$ cat src/rtl/dras_pkg.sv
package dras_pkg;
    localparam int DEF_COLS  = 102;
    localparam int DEF_BANKS = 9;

    typedef enum logic {
        ORD_HORZ = 1'b0,
        ORD_VERT = 1'b1
    } order_e;
endpackage

$ cat src/rtl/dras_clamp.sv
// Saturates a loaded value to the last valid index of its axis.
module dras_clamp #(
    parameter int W    = 7,
    parameter int MAXV = 101
) (
    input  logic [W-1:0] raw,
    output logic [W-1:0] lim
);
    localparam logic [W-1:0] TOP = W'(MAXV);

    always_comb begin
        lim = (raw > TOP) ? TOP : raw;
    end
endmodule

$ cat src/rtl/dras_step.sv
// Next pointer location for one data byte, in either order.
module dras_step
    import dras_pkg::*;
#(
    parameter int CW = 7,
    parameter int BW = 4
) (
    input  logic [CW-1:0] x,
    input  logic [BW-1:0] y,
    input  logic [CW-1:0] xlim,
    input  logic [BW-1:0] ylim,
    input  order_e        ord,
    output logic [CW-1:0] nx,
    output logic [BW-1:0] ny
);
    logic x_end;
    logic y_end;
    logic [CW-1:0] x_inc;
    logic [BW-1:0] y_inc;

    always_comb begin
        x_end = (x >= xlim);
        y_end = (y >= ylim);
        x_inc = x_end ? '0 : x + 1'b1;
        y_inc = y_end ? '0 : y + 1'b1;
        if (ord == ORD_HORZ) begin
            nx = x_inc;
            ny = x_end ? y_inc : y;
        end else begin
            ny = y_inc;
            nx = y_end ? x_inc : x;
        end
    end
endmodule

$ cat src/rtl/dras_mirror.sv
// Converts the column pointer into the physical column address.
module dras_mirror #(
    parameter int CW       = 7,
    parameter int NUM_COLS = 102
) (
    input  logic [CW-1:0] x,
    input  logic          mirror,
    output logic [CW-1:0] col
);
    localparam logic [CW-1:0] LAST = CW'(NUM_COLS - 1);

    always_comb begin
        col = mirror ? (LAST - x) : x;
    end
endmodule

$ cat src/rtl/dras_addr_seq.sv
module dras_addr_seq
    import dras_pkg::*;
#(
    parameter int NUM_COLS  = DEF_COLS,
    parameter int NUM_BANKS = DEF_BANKS,
    localparam int CW = $clog2(NUM_COLS),
    localparam int BW = $clog2(NUM_BANKS)
) (
    input  logic          clk,
    input  logic          rst_n,
    input  logic          byte_stb,
    input  logic          setx_stb,
    input  logic [CW-1:0] setx_val,
    input  logic          sety_stb,
    input  logic [BW-1:0] sety_val,
    input  logic          xlim_stb,
    input  logic [CW-1:0] xlim_val,
    input  logic          ylim_stb,
    input  logic [BW-1:0] ylim_val,
    input  logic          mode_stb,
    input  logic          mode_vert,
    input  logic          mode_mirror,
    output logic          wr_en,
    output logic [CW-1:0] col_addr,
    output logic [BW-1:0] bank_addr
);
    localparam int MAX_X = NUM_COLS - 1;
    localparam int MAX_Y = NUM_BANKS - 1;

    typedef struct packed {
        logic [CW-1:0] x;
        logic [BW-1:0] y;
        logic [CW-1:0] xlim;
        logic [BW-1:0] ylim;
        order_e        ord;
        logic          mirror;
    } seq_state_t;

    localparam seq_state_t RESET_ST = '{
        x:      '0,
        y:      '0,
        xlim:   CW'(MAX_X),
        ylim:   BW'(MAX_Y),
        ord:    ORD_HORZ,
        mirror: 1'b0
    };

    seq_state_t st_d, st_q;

    logic          any_cmd;
    logic [CW-1:0] setx_c, xlim_c, step_x;
    logic [BW-1:0] sety_c, ylim_c, step_y;

    dras_clamp #(.W(CW), .MAXV(MAX_X)) u_clamp_setx (.raw(setx_val), .lim(setx_c));
    dras_clamp #(.W(BW), .MAXV(MAX_Y)) u_clamp_sety (.raw(sety_val), .lim(sety_c));
    dras_clamp #(.W(CW), .MAXV(MAX_X)) u_clamp_xlim (.raw(xlim_val), .lim(xlim_c));
    dras_clamp #(.W(BW), .MAXV(MAX_Y)) u_clamp_ylim (.raw(ylim_val), .lim(ylim_c));

    dras_step #(.CW(CW), .BW(BW)) u_step (
        .x    (st_q.x),
        .y    (st_q.y),
        .xlim (st_q.xlim),
        .ylim (st_q.ylim),
        .ord  (st_q.ord),
        .nx   (step_x),
        .ny   (step_y)
    );

    dras_mirror #(.CW(CW), .NUM_COLS(NUM_COLS)) u_mirror (
        .x      (st_q.x),
        .mirror (st_q.mirror),
        .col    (col_addr)
    );

    always_comb begin
        any_cmd = setx_stb | sety_stb | xlim_stb | ylim_stb | mode_stb;
        st_d    = st_q;
        if (byte_stb && !any_cmd) begin
            st_d.x = step_x;
            st_d.y = step_y;
        end
        if (setx_stb) st_d.x    = setx_c;
        if (sety_stb) st_d.y    = sety_c;
        if (xlim_stb) st_d.xlim = xlim_c;
        if (ylim_stb) st_d.ylim = ylim_c;
        if (mode_stb) begin
            st_d.ord    = mode_vert ? ORD_VERT : ORD_HORZ;
            st_d.mirror = mode_mirror;
        end
    end

    always_ff @(posedge clk or negedge rst_n) begin
        if (!rst_n) st_q <= RESET_ST;
        else        st_q <= st_d;
    end

    assign wr_en     = byte_stb;
    assign bank_addr = st_q.y;

    AST_X_IN_ARRAY: assert property (@(posedge clk) disable iff (!rst_n)
        int'(st_q.x) <= MAX_X);
    AST_Y_IN_ARRAY: assert property (@(posedge clk) disable iff (!rst_n)
        int'(st_q.y) <= MAX_Y);
    AST_IDLE_HOLD: assert property (@(posedge clk) disable iff (!rst_n)
        (!byte_stb && !any_cmd) |=> ($stable(col_addr) && $stable(bank_addr)));
    AST_H_STEP: assert property (@(posedge clk) disable iff (!rst_n)
        (byte_stb && !any_cmd && st_q.ord == ORD_HORZ && st_q.x < st_q.xlim)
        |=> (st_q.x == $past(st_q.x) + 1'b1 && $stable(st_q.y)));
    AST_H_WRAP: assert property (@(posedge clk) disable iff (!rst_n)
        (byte_stb && !any_cmd && st_q.ord == ORD_HORZ && st_q.x >= st_q.xlim)
        |=> (st_q.x == '0));
    AST_V_STEP: assert property (@(posedge clk) disable iff (!rst_n)
        (byte_stb && !any_cmd && st_q.ord == ORD_VERT && st_q.y < st_q.ylim)
        |=> (st_q.y == $past(st_q.y) + 1'b1 && $stable(st_q.x)));
    AST_V_WRAP: assert property (@(posedge clk) disable iff (!rst_n)
        (byte_stb && !any_cmd && st_q.ord == ORD_VERT && st_q.y >= st_q.ylim)
        |=> (st_q.y == '0));
    AST_MIRROR_SUM: assert property (@(posedge clk) disable iff (!rst_n)
        st_q.mirror |-> (int'(col_addr) + int'(st_q.x) == MAX_X));
    AST_SETX_LOAD: assert property (@(posedge clk) disable iff (!rst_n)
        (setx_stb && int'(setx_val) <= MAX_X) |=> (st_q.x == $past(setx_val)));
    AST_CMD_FREEZE: assert property (@(posedge clk) disable iff (!rst_n)
        (byte_stb && !setx_stb && !sety_stb && (xlim_stb || ylim_stb || mode_stb))
        |=> ($stable(st_q.x) && $stable(st_q.y)));
endmodule

$ cat config.mk
export PLATFORM = sky130hd
export DESIGN_NAME = dras_addr_seq
export DESIGN_NICKNAME = d
export VERILOG_FILES = /design/src/rtl/dras_pkg.sv /design/src/rtl/dras_clamp.sv /design/src/rtl/dras_step.sv /design/src/rtl/dras_mirror.sv /design/src/rtl/dras_addr_seq.sv
export SDC_FILE = /design/constraint.sdc
export NUM_CORES = 1
export LEC_CHECK = 0
export ABC_CLOCK_PERIOD_IN_PS = 2300
export BUFFER_PORTS_ARGS = -buffer_cell sky130_fd_sc_hd__buf_2
export CAP_MARGIN = 15
export CORE_MARGIN = 3
export CORE_UTILIZATION = 45
export CTS_CLUSTER_SIZE = 20
export DETAILED_ROUTE_END_ITERATION = 8
export HOLD_SLACK_MARGIN = 0.08
export PLACE_DENSITY = 0.66
export SYNTH_ARGS = -nofsm -noshare
export SYNTH_HDL_FRONTEND = slang
export SYNTH_SLANG_ARGS = --single-unit
$ cat constraint.sdc
create_clock -name clk -period 2.3 [get_ports clk]
set_input_delay 0.115 -clock clk [delete_from_list [all_inputs] [get_ports clk]]
set_output_delay 0.115 -clock clk [all_outputs]
set_load 0.02 [all_outputs]
==> results.py, run 1 <==
metrics = {
    "outcome": {
        "status": "complete, no violations",
    },
    "yosys": {
        "syn_area_um2": 1760,
        "seq_area_frac_synth_pct": 34.47,
        "synth.distinct_cells": 67,
        "yosys_most_used_dff": "dfrtp_1",
        "synth_top_area_share_pct": 27.01,
        "synth_area_per_cell_um2": 9.726,
        "ys.warnings.count": 0,
        "synth-seq-cells": 24,
        "async_reset_ff_share_pct": 100.0,
        "synth-edff-count": 0,
        "synthCells": 181,
        "synth.area.top_cells": "dfrtp_1 27%, ha_1 11%, dfstp_2 7.5%",
        "syn_nets": 228,
        "synth_top_cell_by_area": "dfrtp_1",
    },
    "final_layout": {
        "area_delta_synth_final_pct": 21.75,
        "multi_input_area_um2": 1016,
        "diodes": 0,
        "final_common_cell": "buf_2",
        "regArea_um2": 606.8,
        "nFillCells": 339,
        "stdcell_area_um2": 2143,
        "finalNetCount": 277,
        "final_cell_mix": "43 x buf_2, 19 x dfrtp_1, 18 x inv_1",
        "drive_above_1_share_pct": 32.31,
    },
    "routing": {
        "ant_nets": 0,
        "via_per_inst": 5.588,
        "wl_mm": 3.988,
        "drtIter0Drc": 54,
        "post_drt_wl_per_cell_um": 14.40,
        "vias": 1548,
        "drtPass1Iterations": 4,
        "route.detailed.drc": 0,
    },
    "sta": {
        "fin_worst_skew_ns": 0.005381,
        "fmax_mhz": 463.8,
        "finalMaxSlewViolations": 0,
        "rsz0062_at_grt": "no",
        "setup_tns_ns": 0,
        "setup_viol": 0,
        "relSlewSlack_pct": 63.81,
        "period_share_pct": 93.74,
        "finalHoldViolCount": 0,
        "period_needed_ns": 2.156,
        "worst_slew_pin_slew_ns": 0.5429,
    },
    "pwr": {
        "max-vdd-ir-drop_mv": 0.2665,
        "power_leakage_uw": 0.001009,
        "power_density_nw_per_um2": 631.5,
    },
    "global_routing": {
        "first_global_vias": 1409,
        "grt_max_degree": 25,
        "antenna_found_initial": 0,
        "gr-total-overflow": 0,
        "grt_use_total_pct": 17.34,
        "grt_pass1_wl_mm": 6.161,
    },
    "clocking": {
        "cts_root_buffer": "clkbuf_8",
        "clock_latency_ns": 0.27,
        "cts_buffers": 3,
        "cts_tree": "yes",
        "cts_resized": 0,
        "cts_sinks": 24,
        "cts_max_path_buffers": 2,
        "cts.htree.levels": 1,
        "clkTransAtPathRegs_ns": 0.09,
    },
    "die": {
        "rows": 22,
        "die_area_um2": 4698,
        "io-pin-count": 44,
        "die-height_um": 68.55,
        "core-area_um2": 3716,
        "dieWidth_um": 68.55,
        "start_util_pct": 47.37,
    },
    "critical_path": {
        "r2r_start": "st_q[6]",
        "regToRegSetupSlack_ns": 0.14,
        "crit_type": "flip-flop to flip-flop",
        "critical_path.endpoint_type": "flip-flop",
        "crit_arrival_ns": 2.31,
        "required_ns": 2.46,
        "crit_fanout": 4,
        "critPathLaunch": "st_q[6]",
        "crit_path_start_kind": "flip-flop",
        "rr_worst_depth": 6,
        "timing.rr.end": "bank_addr[1]",
        "endpoint": "bank_addr[1]",
    },
    "flow_run": {
        "cap_violations": 0,
    },
    "placement": {
        "gp_congestion": 0.8398,
        "dpl_cell_area_um2": 1988,
        "dp_hpwl_mm": 3.075,
        "portBuffers": 43,
    },
    "hold_path": {
        "hp-class": "input pin to flip-flop",
    },
}
[cells by family (layout without fill, tap and decap cells)]
family / after synthesis / count (layout) / share of synthesized area [%]
mux: 5 / 5 / 3.269
compound gates: 56 / 56 / 26.16
xor+xnor: 5 / 5 / 2.488
buf+inv: 30 / 78 / 7.817
simple gates: 46 / 46 / 15.14
flops: 24 / 24 / 34.47
fa+ha+maj: 15 / 15 / 10.66
[power breakdown]
part           total [µW]  leakage (µW)  switching (µW)  internal [µW]
clock network         290     0.0000288             137            153
logic                 525      0.000694             289            236
registers             539      0.000286            58.6            480
total                1350       0.00101             485            869
[routing by layer]
layer,share of wire [%],track usage (%),wire length (µm)
met3,5.4,1.945,215
met1,45,22.60,1811
met2,49,29.32,1946
met4,0.35,6.452,14
met5,0,0,0
[worst min-delay path by stage]
stage | end | start | cells after the start
4_1_cts | st_q[8] | xlim_val[2] | 2
5_1_grt | st_q[8] | xlim_val[2] | 2
3_5_place_dp | st_q[7] | rst_n | 1
3_3_place_gp | st_q[7] | rst_n | 1
2_1_floorplan | bank_addr[0] | rst_n | 0
6_report | st_q[8] | xlim_val[2] | 2
[state kept, by name, indices dropped and copies added, names as in the netlist]
name	cells
st_q	20
bank_addr	4
[synth_stat cells, types with 2 or more instances]
master    count
o31a_1        2
a21oi_1       2
nand3_1       3
a21o_1        2
dfrtp_1      19
buf_4         6
xor2_1        2
o21ai_0      15
a211oi_1      3
mux2_2        2
nor2_1        6
ha_1         15
nand3b_1      3
inv_1        18
mux2i_1       2
o22a_1        2
xnor2_1       3
o221ai_1      2
dfstp_2       5
nand4_1       2
clkbuf_1      4
or2_2         2
nand2_1      14
nand2b_1      4
[per-stage QoR]
stage	power [µW]	setup slack, ns	hold slack, ns	cells	util, %
floorplan	922.7	0.2448	-0.1806	181	-
global placement	1033	0.2042	0.1243	263	53.50
detailed placement	1056	0.1529	0.1313	263	53.50
CTS	1374	0.1358	0.08003	277	57.68
global route	1448	0.05197	0.08093	277	57.68
finish	1354	0.1440	0.08081	277	57.68
[repair_timing]
item                                   4_1_cts  5_1_grt
endpoints found under the hold margin       28        0
buffers inserted                             0        0
hold buffers                                10        0
[area by class of cell]
type	count	area share, %
Clock buffer	4	2.569
Sequential cell	24	28.31
Inverter	18	3.152
Timing Repair Buffer	56	15.76
Multi-Input combinational cell	127	47.40
Tap cell	48	2.802
[critical path: stages, from the launching register on]
cell and delay [ns]:
dfstp_2 0.54, ha_1 0.22, nand2b_4 0.15, a2111oi_4 0.41
o211a_1 0.27, or2_4 0.17, mux2_4 0.29
Power figures use the tool's default switching activity.
==> run 2: changes to the inputs <==
CORE_UTILIZATION = 53   (was 45)
PLACE_DENSITY = 0.77   (was 0.66)
==> results.py, run 2 (synthesis results as in run 1) <==
metrics = {
    "flow_run": {
        "cap_violations": 0,
    },
    "final_layout": {
        "diodes": 0,
        "drive_above_1_share_pct": 30.45,
        "utilization_pct": 72.78,
        "area_delta_synth_final_pct": 28.29,
        "stdcell_area_um2": 2258,
        "regMostFlops": "st_q",
        "final_cell_mix": "43 x buf_2, 24 x dlygate4sd3_1, 19 x dfrtp_1",
        "final_common_cell": "buf_2",
        "finalNetCount": 291,
        "largest_reg_flops": 20,
    },
    "hold_path": {
        "hp-class": "input pin to flip-flop",
    },
    "clocking": {
        "cts_root_buffer": "clkbuf_4",
        "cts_buffers": 3,
        "cts_tree": "yes",
        "clkTransAtPathRegs_ns": 0.14,
        "clock_latency_ns": 0.31,
        "cts_sinks": 24,
        "cts_max_path_buffers": 2,
        "postCtsSetupBuffers": 0,
        "cts.htree.levels": 1,
    },
    "critical_path": {
        "crit_arrival_ns": 2.38,
        "crit_fanout": 4,
        "crit_type": "flip-flop to flip-flop",
        "required_ns": 2.52,
        "critical_path.endpoint_type": "flip-flop",
        "regToRegSetupSlack_ns": 0.13,
        "crit_path_start_kind": "flip-flop",
    },
    "routing": {
        "drtIter0Drc": 81,
        "drtPass1Iterations": 4,
        "wl_mm": 4.481,
        "post_drt_wl_per_cell_um": 15.61,
        "route.detailed.drc": 0,
        "ant_nets": 0,
        "via_per_inst": 5.655,
        "vias": 1623,
    },
    "outcome": {
        "status": "complete, no violations",
    },
    "die": {
        "die-height_um": 63.64,
        "start_util_pct": 56.73,
        "core-area_um2": 3103,
        "die_area_um2": 4049,
        "dieWidth_um": 63.64,
        "rows": 20,
        "io-pin-count": 44,
    },
    "global_routing": {
        "grt_pass1_wl_mm": 7.590,
        "first_global_vias": 1677,
        "grt_max_degree": 25,
        "antenna_found_initial": 0,
        "gr-total-overflow": 0,
        "grt_use_total_pct": 23.52,
    },
    "sta": {
        "whs_ns": 0.09128,
        "finalMaxSlewViolations": 0,
        "relSlewSlack_pct": 62.37,
        "period_share_pct": 94.15,
        "fin_worst_skew_ns": 0.002062,
        "fin_ws_ns": 0.1345,
        "worst_slew_pin_slew_ns": 0.5644,
        "fmax_mhz": 461.8,
        "period_needed_ns": 2.166,
        "setup_viol": 0,
        "finalHoldViolCount": 0,
    },
    "pwr": {
        "max-vdd-ir-drop_mv": 0.2974,
        "power_leakage_uw": 0.001053,
        "power_density_nw_per_um2": 574.4,
    },
    "placement": {
        "dp_slack_ns": 0.1538,
        "portBuffers": 43,
        "gp_congestion": 0.8178,
        "dpl_cell_area_um2": 1983,
        "dp_hpwl_mm": 3.146,
    },
}
## run 2: area by class of cell
| class | instances | area, µm² |
|---|---|---|
| repair buffers | 70 | 478.0 |
| multi-input cells | 127 | 1025 |
| flip-flops and latches | 24 | 606.8 |
| clock buffers | 4 | 26.28 |
| inverters | 18 | 67.56 |
| well taps | 44 | 55.05 |
| fillers | 256 | 844.6 |
## run 2: final timing paths
kind,depth (start not counted),startpoint,end
worst max-delay path,6,st_q[6],bank_addr[1]
worst min-delay path,3,setx_val[1],st_q[18]
worst max register to register,6,st_q[6],bank_addr[1]
worst min register to register,2,st_q[12],st_q[12]
max in group asynchronous,2,rst_n,st_q[6]
min in group asynchronous,2,rst_n,bank_addr[3]
## run 2: report_power, final
group	total [µW]	leakage, µW	switching [µW]	internal, µW
Combinational	560	0.000752	304	256
Clock	200	0.0000150	132	67.8
Sequential	538	0.000286	57.7	480
Total	1300	0.00105	493	804
## run 2: routing by layer
metal,vias to the layer above,GRT usage (%),routed length [µm]
li1,788,-,-
met1,783,25.81,1810
met2,44,46.02,2467
met3,8,3.030,132
met4,0,7.008,72
met5,-,0,0
## run 2: critical path, cell delays in order, from the launching register on
cell and delay (ns):
dfstp_2 0.56, ha_1 0.22, nand2b_4 0.15, a2111oi_4 0.40, o211a_1 0.27, or2_4 0.17
mux2_4 0.30
## run 2: through the flow
step / setup TNS, ns / cells / power [µW]
final: 0 / 287 / 1297
after detailed placement: 0 / 259 / 1058
after global placement: 0 / 259 / 1031
after global routing: -0.01333 / 287 / 1391
after CTS: 0 / 287 / 1287
after floorplan: 0 / 181 / 922.7
## run 2: what timing repair did
action	4_1_cts	5_1_grt
endpoints found under the hold margin	37	0
endpoints found under the setup margin	0	3
hold buffers	24	0
resized for setup	0	2
